$ cat config.mk
export PLATFORM = sky130hd
export DESIGN_NAME = spfp_mul
export DESIGN_NICKNAME = d
export VERILOG_FILES = /design/src/rtl/spfp_pkg.sv /design/src/rtl/spfp_sig_mult.sv /design/src/rtl/spfp_norm.sv /design/src/rtl/spfp_round.sv /design/src/rtl/spfp_mul.sv
export SDC_FILE = /design/constraint.sdc
export NUM_CORES = 2
export LEC_CHECK = 0
export ABC_AREA = 0
export ABC_CLOCK_PERIOD_IN_PS = 8150
export BUFFER_PORTS_ARGS = -buffer_cell sky130_fd_sc_hd__buf_2
export CAP_MARGIN = 0
export CORE_AREA = 3 3 210 315
export CTS_CLUSTER_DIAMETER = 200
export DETAILED_ROUTE_END_ITERATION = 6
export DIE_AREA = 0 0 213 318
export GPL_ROUTABILITY_DRIVEN = 0
export PLACE_DENSITY_LB_ADDON = 0.05
export SLEW_MARGIN = 10
export SYNTH_ARGS = -nofsm -noshare
export SYNTH_HDL_FRONTEND = slang
export SYNTH_SLANG_ARGS = --single-unit
$ cat constraint.sdc
create_clock -name clk -period 8.15 [get_ports clk]
set_clock_uncertainty 0.2 [all_clocks]
set_input_delay 0.815 -clock clk [delete_from_list [all_inputs] [get_ports clk]]
set_output_delay 0.815 -clock clk [all_outputs]
set_load 0.02 [all_outputs]
$ cat src/rtl/spfp_pkg.sv
package spfp_pkg;

    typedef enum logic [2:0] {
        ST_IDLE,
        ST_EXP,
        ST_MUL,
        ST_NORM,
        ST_RND,
        ST_SIGN,
        ST_OUT
    } spfp_state_e;

endpackage

$ cat src/rtl/spfp_sig_mult.sv
module spfp_sig_mult #(
    parameter int SIG_W = 24
) (
    input  logic [SIG_W-1:0]   sig_a,
    input  logic [SIG_W-1:0]   sig_b,
    output logic [2*SIG_W-1:0] sig_prod
);

    localparam int PW = 2 * SIG_W;

    always_comb begin
        sig_prod = PW'(sig_a) * PW'(sig_b);
    end

endmodule

$ cat src/rtl/spfp_norm.sv
module spfp_norm #(
    parameter int SIG_W  = 24,
    parameter int ESUM_W = 10
) (
    input  logic [2*SIG_W-1:0]        prod,
    input  logic signed [ESUM_W-1:0]  exp_in,
    output logic [SIG_W-1:0]          kept,
    output logic                      guard,
    output logic                      rbit,
    output logic                      sticky,
    output logic signed [ESUM_W-1:0]  exp_out
);

    localparam int PW = 2 * SIG_W;

    always_comb begin
        if (prod[PW-1]) begin
            kept    = prod[PW-1 -: SIG_W];
            guard   = prod[PW-1-SIG_W];
            rbit    = prod[PW-2-SIG_W];
            sticky  = |prod[PW-3-SIG_W:0];
            exp_out = exp_in + ESUM_W'(1);
        end else begin
            kept    = prod[PW-2 -: SIG_W];
            guard   = prod[PW-2-SIG_W];
            rbit    = prod[PW-3-SIG_W];
            sticky  = |prod[PW-4-SIG_W:0];
            exp_out = exp_in;
        end
    end

endmodule

$ cat src/rtl/spfp_round.sv
module spfp_round #(
    parameter int SIG_W  = 24,
    parameter int ESUM_W = 10
) (
    input  logic [SIG_W-1:0]          kept,
    input  logic                      guard,
    input  logic                      rbit,
    input  logic                      sticky,
    input  logic signed [ESUM_W-1:0]  exp_in,
    output logic [SIG_W-2:0]          frac,
    output logic signed [ESUM_W-1:0]  exp_out
);

    logic           inc;
    logic [SIG_W:0] sum;

    always_comb begin
        inc = guard & (rbit | sticky | kept[0]);
        sum = {1'b0, kept} + (SIG_W+1)'(inc);
        if (sum[SIG_W]) begin
            frac    = sum[SIG_W-1:1];
            exp_out = exp_in + ESUM_W'(1);
        end else begin
            frac    = sum[SIG_W-2:0];
            exp_out = exp_in;
        end
    end

endmodule

$ cat src/rtl/spfp_mul.sv
module spfp_mul #(
    parameter int EXP_W  = 8,
    parameter int FRAC_W = 23
) (
    input  logic                      clk,
    input  logic                      rst_n,
    input  logic                      in_valid,
    output logic                      in_ready,
    input  logic [EXP_W+FRAC_W:0]     in_a,
    input  logic [EXP_W+FRAC_W:0]     in_b,
    output logic                      out_valid,
    input  logic                      out_ready,
    output logic [EXP_W+FRAC_W:0]     out_prod
);

    import spfp_pkg::*;

    localparam int WORD_W = 1 + EXP_W + FRAC_W;
    localparam int SIG_W  = FRAC_W + 1;
    localparam int PW     = 2 * SIG_W;
    localparam int ESUM_W = EXP_W + 2;
    localparam int BIAS   = (1 << (EXP_W - 1)) - 1;
    localparam int EMAX   = (1 << EXP_W) - 1;

    spfp_state_e state, state_nx;

    logic [WORD_W-1:0]        op_a, op_b;
    logic signed [ESUM_W-1:0] exp_r;
    logic                     zero_r;
    logic [PW-1:0]            prod_r;
    logic [SIG_W-1:0]         kept_r;
    logic                     guard_r, rbit_r, sticky_r;
    logic signed [ESUM_W-1:0] nexp_r;
    logic [FRAC_W-1:0]        frac_r;
    logic signed [ESUM_W-1:0] rexp_r;
    logic [WORD_W-1:0]        res_r;

    logic [EXP_W-1:0]         ea, eb;
    logic [PW-1:0]            prod_w;
    logic [SIG_W-1:0]         kept_w;
    logic                     guard_w, rbit_w, sticky_w;
    logic signed [ESUM_W-1:0] nexp_w;
    logic [FRAC_W-1:0]        frac_w;
    logic signed [ESUM_W-1:0] rexp_w;
    logic                     sign_w;
    logic [WORD_W-1:0]        pack_w;

    assign ea = op_a[WORD_W-2 -: EXP_W];
    assign eb = op_b[WORD_W-2 -: EXP_W];

    spfp_sig_mult #(.SIG_W(SIG_W)) u_mult (
        .sig_a    ({1'b1, op_a[FRAC_W-1:0]}),
        .sig_b    ({1'b1, op_b[FRAC_W-1:0]}),
        .sig_prod (prod_w)
    );

    spfp_norm #(.SIG_W(SIG_W), .ESUM_W(ESUM_W)) u_norm (
        .prod    (prod_r),
        .exp_in  (exp_r),
        .kept    (kept_w),
        .guard   (guard_w),
        .rbit    (rbit_w),
        .sticky  (sticky_w),
        .exp_out (nexp_w)
    );

    spfp_round #(.SIG_W(SIG_W), .ESUM_W(ESUM_W)) u_round (
        .kept    (kept_r),
        .guard   (guard_r),
        .rbit    (rbit_r),
        .sticky  (sticky_r),
        .exp_in  (nexp_r),
        .frac    (frac_w),
        .exp_out (rexp_w)
    );

    // Sign is decided last, then range limits are applied.
    always_comb begin
        sign_w = op_a[WORD_W-1] ^ op_b[WORD_W-1];
        if (zero_r || rexp_r <= 0) begin
            pack_w = {sign_w, {(WORD_W-1){1'b0}}};
        end else if (rexp_r >= EMAX) begin
            pack_w = {sign_w, EXP_W'(EMAX - 1), {FRAC_W{1'b1}}};
        end else begin
            pack_w = {sign_w, rexp_r[EXP_W-1:0], frac_r};
        end
    end

    always_ff @(posedge clk or negedge rst_n) begin
        if (!rst_n) begin
            state <= ST_IDLE;
        end else begin
            state <= state_nx;
        end
    end

    always_comb begin
        state_nx = state;
        unique case (state)
            ST_IDLE: if (in_valid) state_nx = ST_EXP;
            ST_EXP:  state_nx = ST_MUL;
            ST_MUL:  state_nx = ST_NORM;
            ST_NORM: state_nx = ST_RND;
            ST_RND:  state_nx = ST_SIGN;
            ST_SIGN: state_nx = ST_OUT;
            ST_OUT:  if (out_ready) state_nx = ST_IDLE;
            default: state_nx = ST_IDLE;
        endcase
    end

    always_comb begin
        in_ready  = (state == ST_IDLE);
        out_valid = (state == ST_OUT);
        out_prod  = res_r;
    end

    always_ff @(posedge clk or negedge rst_n) begin
        if (!rst_n) begin
            op_a     <= '0;
            op_b     <= '0;
            exp_r    <= '0;
            zero_r   <= 1'b0;
            prod_r   <= '0;
            kept_r   <= '0;
            guard_r  <= 1'b0;
            rbit_r   <= 1'b0;
            sticky_r <= 1'b0;
            nexp_r   <= '0;
            frac_r   <= '0;
            rexp_r   <= '0;
            res_r    <= '0;
        end else begin
            unique case (state)
                ST_IDLE: begin
                    if (in_valid) begin
                        op_a <= in_a;
                        op_b <= in_b;
                    end
                end
                ST_EXP: begin
                    exp_r  <= $signed({2'b00, ea}) + $signed({2'b00, eb})
                              - $signed(ESUM_W'(BIAS));
                    zero_r <= (ea == '0) || (eb == '0);
                end
                ST_MUL: begin
                    prod_r <= prod_w;
                end
                ST_NORM: begin
                    kept_r   <= kept_w;
                    guard_r  <= guard_w;
                    rbit_r   <= rbit_w;
                    sticky_r <= sticky_w;
                    nexp_r   <= nexp_w;
                end
                ST_RND: begin
                    frac_r <= frac_w;
                    rexp_r <= rexp_w;
                end
                ST_SIGN: begin
                    res_r <= pack_w;
                end
                ST_OUT: begin
                end
                default: begin
                end
            endcase
        end
    end

endmodule

# Word level (Yosys, flattened, before mapping)
# Index checks and enable logic that the tools add are counted.
[totals] register_bits=228 input_bits=68 word_cells=55
[op_classes] addsub=5 mul=1 order_cmp=2 n_eq_ne=8 n_mux=12 bitwise=4 reduce_logical=9
[op_table] operator="$mux W31" count=2
[op_table] operator="$mul A24 B24 Y48" count=1
[op_table] operator="$add A24 B1 Y25" count=1
[op_table] operator="$mux W24" count=1
[op_table] operator="$mux W23" count=1
[op_table] operator="$reduce_or A22 Y1" count=1
[op_table] operator="$pmux W3 S7" count=1
[op_table] operator="$reduce_or A21 Y1" count=1
[op_table] operator="$add A10 B2 Y10 const B" count=2
[op_table] operator="$mux W10" count=2
[op_table] operator="$logic_not A8 Y1" count=2
[op_table] operator="$ge A10 B9 Y1 const B" count=1
[op_table] operator="$le A10 B1 Y1 const B" count=1
[op_table] operator="$sub A9 B7 Y10 const B" count=1
[op_table] operator="$add A8 B8 Y9" count=1
[op_table] operator="$eq A3 B3 Y1 const B" count=3
[op_table] operator="$eq A3 B2 Y1 const B" count=2
[op_table] operator="$mux W3" count=2
[op_table] operator="$reduce_and A2 Y1" count=2
[op_table] operator="$eq A3 B1 Y1 const B" count=1
[op_table] operator="$logic_not A3 Y1" count=1
[op_table] operator="$mux W1" count=3
[op_table] operator="$logic_or A1 B1 Y1" count=2
[op_table] operator="$ne A2 B1 Y1 const B" count=1
[op_table] operator="4 further kinds" count=5

# Longest topological paths before layout
[logic_depth] word_depth=5 mapped_depth=27 depth_no_buf=25

# Modules after synthesis
# A second synthesis with hierarchy kept.
[hier_totals] hier_cells=3067 area_unflattened_um2=29928.7
[modules_own_cells] module="spfp_sig_mult" instances=1 cells_each=2186 area_per_inst_um2=19047.0 seq_area_each_um2=0.0
[modules_own_cells] module="spfp_mul" instances=1 cells_each=683 area_per_inst_um2=9419.0 seq_area_each_um2=5705.5
[modules_own_cells] module="spfp_round" instances=1 cells_each=136 area_per_inst_um2=929.6 seq_area_each_um2=0.0
[modules_own_cells] module="spfp_norm" instances=1 cells_each=62 area_per_inst_um2=533.0 seq_area_each_um2=0.0

# Worst setup path after synthesis
# OpenSTA, ideal clock, no wires.
[synth_timing] kind="register to register" startpoint="reg op_a[13]" endpoint="reg prod_r[39]" arrival_time_ps=6562 required_time_ps=7819 setup_slack_ps=1257 path_stages_with_launch=28 path_buffers=2 period_less_slack_ps=6893 cell_sequence="dfrtp_1 clkbuf_1 nand2_1 fa_1 inv_1 fa_1 inv_1 fa_1 inv_1 fa_1 inv_1 fa_1 inv_1 fa_1 inv_1 fa_1 inv_1 ha_1 buf_2 a21oi_1 o21ai_1 a2111oi_1 a21oi_2 a211oi_2 o41ai_4 a31oi_1 xor2_1 o21ai_1"
[synth_between] elab_chain_len=1
[synth_rtl] element="start: declaration" line="spfp_mul.sv:27" source="logic [WORD_W-1:0] op_a, op_b;"
[synth_rtl] element="start signal: assignment" line="spfp_mul.sv:136" source="op_a <= in_a;"
[synth_rtl] element="$mul A24 B24 Y48" line="spfp_sig_mult.sv:12" source="sig_prod = PW'(sig_a) * PW'(sig_b);"
[synth_rtl] element="end signal: assignment" line="spfp_mul.sv:146" source="prod_r <= prod_w;"
[synth_rtl] element="end: declaration" line="spfp_mul.sv:30" source="logic [PW-1:0] prod_r;"
# Every way passes these cells.
# A chain may end at the register's enable or synchronous reset.

# Worst setup path in the final report
[layout_timing] startpoint="reg op_a[19]" endpoint="reg prod_r[36]"
# Same word-level chain as after synthesis.

==> flow_summary.ini <==
[outcome]
status = finished clean

[worst_setup_path]
worstReg2RegStart = op_a[19]
critPathKind = reg -> reg
path_max_fanout = 15
start_kind = register
rr_worst_depth = 21
crit_start = op_a[19]
cp-end-kind = register
reg2reg_to = prod_r[36]
rrSetupSlack_ps = 380
worst_ep_arrival_time_ps = 7950
worstPathRequired_ps = 8330

[yosys]
synth_cell_types = 65
yosysSeqAreaShare_pct = 19.92
synth_area_mm2 = 0.02864
ys_seq_elements = 228
yosysMostFrequentCell = inv_1
synthFlopType = dfrtp_1
synth_warnings = 0
async_reset_ff_share_pct = 100.0
synthTopCellsByArea = fa_1 34%, dfrtp_1 20%, ha_1 8.3%, inv_1 7.4%, nand2_1 6.4%
syn_area_per_cell_um2 = 9.245
synth_top_area_share_pct = 33.76
synth_nets = 3840
synth_edf_count = 0
netlist_instances = 3098
yosysTopAreaCell = fa_1
ys_top_cells_by_count = 563 x inv_1, 485 x nand2_1, 483 x fa_1, 260 x and2_1, 228 x dfrtp_1

[timing]
drv_slew = 0
tightest_slew_ps = 1099
tns_ps = 0
finalCritPeriodShare_pct = 95.30
rsz0062_at_grt = no
finalHoldViolCount = 0
slew_headroom_pct = 26.66
setup_viol = 0
max_freq_mhz = 128.8
min_period_ps = 7767

[global_routing]
grt_max_degree = 120
antenna_found_initial = 1
grt_pass1_wl_mm = 129.4
grt_overflow_total = 0
grt.total_usage_pct = 24.76
grt_pass1_vias = 22737

[routing]
wl_mm = 81.63
avgViaCountPerCell = 5.221
wire_per_inst_um = 20.58
drcViolationCount = 0
drt_iter0_drc = 1303
dr.pass1.iters = 5
num_vias = 20712
antenna_left = 0

[floorplanning]
design.die.area_mm2 = 0.06773
rows = 113
io_pins = 102
start_util_pct = 45.12
die_w_um = 213
die-height_um = 318
core_mm2 = 0.06348

[final_layout]
final_nets = 3882
multi_input_comb_area_mm2 = 0.02022
fillers = 6069
seq_area_mm2 = 0.005705
drive_above_1_share_pct = 8.892
syn_to_final_growth_pct = 8.387

[clocking]
htree_levels = 1
cts_tree = done
cts-root-buf = clkbuf_16
cts_hold_buf = 0
clock_path_buffers = 3
cts_setup_buffers = 0
cts_made_buffers = 27
cts-resized-gates = 0
clock_sinks = 228
clk_transition_reported_paths_ps = 70
clkLatencyLatePin_ps = 570

[flow_run]
maxCapViolCount = 0

[place]
hpwl_mm = 66.51
io_buffers = 101

[hold_path]
hp-class = in -> async
==> area by class of cell <==
cell class,count,area share (%)
Multi-Input combinational cell,2145,65.14
Sequential cell,228,18.38
Inverter,565,6.831
Timing Repair Buffer,173,3.442
Tap cell,805,3.244
Clock buffer,35,2.402
Clock inverter,14,0.5481
Antenna cell,2,0.01612
==> layer usage <==
| layer | vias to the layer above | track usage [%] | share of wire [%] |
|---|---|---|---|
| met5 | - | 0 | 0 |
| met4 | 0 | 7.871 | 3.7 |
| met3 | 146 | 2.791 | 5.0 |
| met2 | 561 | 44.38 | 52 |
| met1 | 10440 | 31.00 | 40 |
| li1 | 9565 | - | - |
==> kinds of logic (layout without fill, tap and decap cells) <==
kind of cell / after synthesis / count (layout) / share of synthesized area [%]
AO/OA/AOI/OAI: 350 / 350 / 7.243
multiplexers: 75 / 75 / 2.826
other: 0 / 2 / 0
buffers and inverters: 725 / 787 / 9.540
AND/OR/NAND/NOR: 961 / 961 / 15.77
XOR/XNOR: 85 / 85 / 2.599
flip-flops: 228 / 228 / 19.92
adder cells (fa/ha/maj): 674 / 674 / 42.10
==> stage by stage <==
stage	utilization (%)	instance area [µm²]	hold WS, ps	cells	setup slack (ps)
after floorplan	-	28640	240.1	3098	1257
after global placement	47.45	30120	254.3	3916	472.5
after detailed placement	47.45	30120	266.2	3916	470.4
after CTS	48.90	31040	160.0	3965	423.6
after global routing	48.90	31040	183.1	3965	137.1
final	48.90	31040	114.0	3967	383.4
==> placed cells by master, fill, tap and decap left out, types with 71 or more instances in the layout <==
master / synthesis / final
inv_1: 563 / 563
nand2_1: 485 / 485
fa_1: 483 / 483
and2_1: 260 / 259
dfrtp_1: 228 / 228
ha_1: 191 / 191
o21ai_0: 160 / 160
nor2_1: 114 / 113
buf_2: 6 / 100
buf_4: 1 / 71
==> sequential cells by signal, summed over array words and instances, names as in the netlist <==
register and cells:
prod_r 48, op_a 32, op_b 32, out_prod 32, kept_r 24, frac_r 23
exp_r 10, nexp_r 10, rexp_r 10, state 3, guard_r 1, rbit_r 1
sticky_r 1, zero_r 1
==> how the worst max path moves through the flow <==
stage	endpoint	slack, ps	cells after the start
after floorplan	prod_r[39]	1260	27
after global placement	prod_r[36]	470	21
after detailed placement	prod_r[36]	470	21
after CTS	prod_r[36]	420	21
after global routing	prod_r[46]	140	23
final	prod_r[36]	380	21
==> worst max-delay path, cell delays in order, from the launching register on <==
cell and delay, ps:
dfrtp_1 730, buf_4 360, and2_1 190, fa_1 460, fa_1 530, inv_1 60
fa_1 460, fa_1 520, inv_1 60, fa_1 490, fa_1 560, fa_1 450
ha_1 480, and4_1 270, nor3b_1 500, nand2_1 120, o31a_1 360, nand2_1 210
a21oi_1 140, o21ai_1 160, xnor2_1 150, o21ai_0 100
Power is not shown: default switching activity piles up to over one toggle a cycle in this logic, so the estimate is an artifact.
